## config.mk

```make
export PLATFORM = sky130hd
export DESIGN_NAME = oar_resolver
export DESIGN_NICKNAME = d
export VERILOG_FILES = /design/src/rtl/oar_resolver.sv
export SDC_FILE = /design/constraint.sdc
export NUM_CORES = 1
export LEC_CHECK = 0
export BUFFER_PORTS_ARGS = -buffer_cell sky130_fd_sc_hd__buf_2
export CAP_MARGIN = 0
export CORE_ASPECT_RATIO = 1.75
export CORE_UTILIZATION = 35
export CTS_CLUSTER_DIAMETER = 30
export DETAILED_ROUTE_END_ITERATION = 8
export PLACE_DENSITY = 0.75
export SETUP_SLACK_MARGIN = 0.02
export SLEW_MARGIN = 10
export SYNTH_ARGS = -nofsm -noshare
export SYNTH_HDL_FRONTEND = slang
export SYNTH_SLANG_ARGS = --single-unit
```

## constraint.sdc

```tcl
create_clock -name clk -period 2.5 [get_ports clk]
set_clock_uncertainty 0.2 [all_clocks]
set_input_delay 0.25 -clock clk [delete_from_list [all_inputs] [get_ports clk]]
set_output_delay 0.25 -clock clk [all_outputs]
set_load 0.005 [all_outputs]
```

## src/rtl/oar_resolver.sv

```systemverilog
module oar_resolver #(
  parameter int ADDR_W     = 16,
  parameter int IRAM_BYTES = 128
) (
  input  logic              clk,
  input  logic              rst_n,
  input  logic              req,
  input  logic              req_we,
  input  logic [2:0]        mode,
  input  logic [7:0]        operand,
  input  logic [1:0]        bank,
  input  logic [7:0]        r0_val,
  input  logic [7:0]        r1_val,
  input  logic [7:0]        acc,
  input  logic [ADDR_W-1:0] dptr,
  output logic              acc_valid,
  output logic [1:0]        acc_space,
  output logic [ADDR_W-1:0] acc_addr,
  output logic              rd_n,
  output logic              wr_n,
  output logic              err_range,
  output logic              err_write
);
  localparam logic [1:0] SP_IRAM = 2'd0, SP_SFR = 2'd1, SP_XDATA = 2'd2, SP_CODE = 2'd3;
  localparam logic [ADDR_W-1:0] IRAM_LIM = ADDR_W'(IRAM_BYTES);

  logic [7:0]        ptr;
  logic [ADDR_W-1:0] n_addr;
  logic [1:0]        n_space;
  logic              n_valid, n_rng, n_wer, n_rd, n_wr;

  assign ptr = operand[0] ? r1_val : r0_val;

  always_comb begin
    n_addr  = '0;
    n_space = SP_IRAM;
    n_valid = 1'b0;
    n_rng   = 1'b0;
    n_wer   = 1'b0;
    n_rd    = 1'b0;
    n_wr    = 1'b0;
    if (req) begin
      case (mode)
        3'd0: begin
          n_addr  = ADDR_W'({bank, operand[2:0]});
          n_valid = 1'b1;
        end
        3'd1: begin
          n_addr  = ADDR_W'(operand);
          n_space = (ADDR_W'(operand) < IRAM_LIM) ? SP_IRAM : SP_SFR;
          n_valid = 1'b1;
        end
        3'd2: begin
          n_addr = ADDR_W'(ptr);
          if (ADDR_W'(ptr) < IRAM_LIM) n_valid = 1'b1;
          else                         n_rng   = 1'b1;
        end
        3'd3: begin
          n_addr  = operand[1] ? dptr : ADDR_W'(ptr);
          n_space = SP_XDATA;
          n_valid = 1'b1;
          n_rd    = !req_we;
          n_wr    = req_we;
        end
        3'd4: begin
          n_addr  = dptr + ADDR_W'(acc);
          n_space = SP_CODE;
          n_valid = !req_we;
          n_wer   = req_we;
        end
        default: ;
      endcase
    end
  end

  always_ff @(posedge clk) begin
    if (!rst_n) begin
      acc_valid <= 1'b0;
      acc_space <= SP_IRAM;
      acc_addr  <= '0;
      rd_n      <= 1'b1;
      wr_n      <= 1'b1;
      err_range <= 1'b0;
      err_write <= 1'b0;
    end else begin
      acc_valid <= n_valid;
      acc_space <= n_space;
      acc_addr  <= n_addr;
      rd_n      <= !n_rd;
      wr_n      <= !n_wr;
      err_range <= n_rng;
      err_write <= n_wer;
    end
  end
endmodule


```

==> results.cfg <==
[grt]
grt_usage = 0.1880
grt_first_pass_wirelength_um = 6734
grt.overflow.total = 0
antenna_found_initial = 0
grt_pass1_vias = 1614
grt_start_max_net_pins = 25

[power]
power_leakage_nw = 0.9679
peakVddDrop_uv = 262.1
pwr-share-seq = 0.443
p_total_w = 0.0008528
swShare = 0.2964
power_frac_comb = 0.284
intPower_w = 0.0006000
power.share.clock = 0.273
power_density_mw_per_mm2 = 424.2
p_sw_w = 0.0002528

[status]
status = complete, no violations

[worst_setup_path]
crit_buf_inv = 1
worstPathArrival_ns = 1.96
critical_path_class = input port to flip-flop
cp_slowest_cell = fa_1
cp.required_ns = 2.45
startpoint_type = input port
cpMostUsedCell = nor2_1
worst_setup_path_end_kind = flip-flop
timing.critical_path.fanout_max = 4
path_cells = buf_2, ha_1, fa_1, a211oi_1, nor2_1, o22ai_1, nor2_1, nand3_1, o21ai_0
worst-path-stages = 9
slowest_delay_ns = 0.43
cpLargestDelayFamily = adder cells

[timing]
drv_slew = 0
setup_viol = 0
fmax_mhz = 497.3
rsz0062_at_grt = no
fin_crit_sh = 0.8043
max-slew-margin-rel = 0.7480
hold_violations = 0
fin_tns_setup_ns = 0
tightest_slew_ns = 0.3780
layout_setup_ws_ns = 0.4892
min_period_ns = 2.011

[yosys]
synth_area_leaders = dfxtp_1 30%, ha_1 6.5%, a21oi_1 5.5%
synth_fp_nets = 255
postSynthCellCount = 189
syn_avg_cell_area_um2 = 8.136
synth_top_cell_by_area = dfxtp_1
synthArstFlopShare = 0
yosysTopAreaCellShare = 0.2994
seq_area_frac_synth = 0.2994
mappedNetlistArea_mm2 = 0.001538
ys_ff_latch = 23
synth_cell_types = 53
yosys_warnings = 0
synth_edf_count = 0
synth-main-ff-cell = dfxtp_1

[floorplan]
ioPinCount = 80
num_rows = 31
die_area_mm2 = 0.004673
dieHeight_um = 89.69
core_region_area_mm2 = 0.004189
start_util = 0.3671
die_x_um = 52.11

[placed_design]
io_buffers = 79
placedCellCount = 310
dpl_cell_area_mm2 = 0.001964
place_worst_setup_slack_ns = 0.2281
dp_hpwl_um = 3558
gp_congestion = 0.8284

[clock_tree]
numCtsBuffers = 3
cts_resized = 0
ctsLongestPathBuffers = 2
htree_levels = 1
cts-root-buf = clkbuf_8
holdBufCountCts = 0
postCtsSetupRepairBufs = 0
cts_tree = built
path_clk_slew_ns = 0.08
cts_sinks = 23

[drt]
drtIter0Drc = 38
vias_per_cell = 5.554
route.antenna.remaining_nets = 0
wl_met2_um = 2345
drcViolationCount = 0
wl_met3_um = 219
post_drt_wl_per_cell_um = 14.00
drt-met1-wl_um = 1705
highest_layer = met4
drt-total-wl_um = 4395
drtPass1Iterations = 4
vias = 1744

[worst_hold_path]
min_path_type = input port to flip-flop
min_path_cells = 2

[cells_and_area]
insertedDiodeCount = 0
drive_gt1_frac = 0.3472
fin_nets = 332
area_delta_synth_final_pct = 30.76
final_area_mm2 = 0.002011
finalNonFillerCells = 314

[job]
cap_violations = 0
==> cell type report <==
cell class | count | area, µm²
clock buffer | 3 | 41.29
clock inverter | 1 | 5.005
fill | 447 | 2178
inverter | 3 | 11.26
multi-input combinational | 155 | 1028
sequential | 23 | 460.4
tap | 49 | 61.31
timing repair buffer | 80 | 402.9
==> per-stage QoR <==
stage,hold slack (ns),utilization
floorplan,0.1394,-
global placement,0.2806,0.4689
detailed placement,0.2793,0.4689
CTS,0.004694,0.4800
global route,0.01196,0.4800
finish,0.007581,0.4800
==> registers in the layout, indices dropped and copies added (netlist names) <==
signal / cells
acc_addr: 16
acc_valid: 1
err_write: 1
rd_n: 1
acc_space: 2
err_range: 1
wr_n: 1
==> kinds of logic after synthesis <==
| family | after synthesis | share of synthesized area |
|---|---|---|
| compound gates | 67 | 0.2856 |
| buf+inv | 11 | 0.03173 |
| flops | 23 | 0.2994 |
| mux | 7 | 0.04557 |
| fa+ha+maj | 9 | 0.07812 |
| xor+xnor | 4 | 0.02279 |
| simple gates | 68 | 0.2368 |
==> power by group through the flow <==
stage                     Sequential, W  Combinational, W  Clock (W)
after floorplan                0.000388          0.000146          0
after global placement         0.000386          0.000236          0
after detailed placement       0.000386          0.000240          0
after CTS                      0.000378          0.000241   0.000239
after global routing           0.000379          0.000268   0.000251
final                          0.000378          0.000242   0.000233
==> synthesized netlist by cell type, types with 4 or more instances <==
| library cell | number |
|---|---|
| nand2_1 | 14 |
| nand3_1 | 6 |
| o211ai_1 | 4 |
| and2_1 | 4 |
| mux2i_1 | 7 |
| ha_1 | 8 |
| o22a_1 | 4 |
| a21oi_1 | 17 |
| a31oi_1 | 5 |
| dfxtp_1 | 23 |
| o22ai_1 | 4 |
| nor2_1 | 16 |
| o21a_1 | 5 |
| o21ai_0 | 11 |
==> cells in the final DEF, fill, tap and decap left out, drive strengths merged, types with 5 or more instances in the layout <==
master / instances
nand2: 15
nand3: 7
o21ai: 13
buf: 80
a31oi: 5
mux2i: 7
nor2: 17
a21oi: 17
dfxtp: 23
ha: 8
o21a: 5
==> layer usage <==
layer	track usage	vias to the layer above
li1	-	859
met1	0.2014	802
met2	0.3660	70
met3	0.01010	13
met4	0.07862	0
met5	0	-
==> final timing paths <==
kind | to | slack, ns | start
max | acc_addr[12] | 0.49 | acc[0]
min | acc_addr[10] | 0.008 | dptr[10]
No activity file was read; power rests on OpenSTA's default activity.
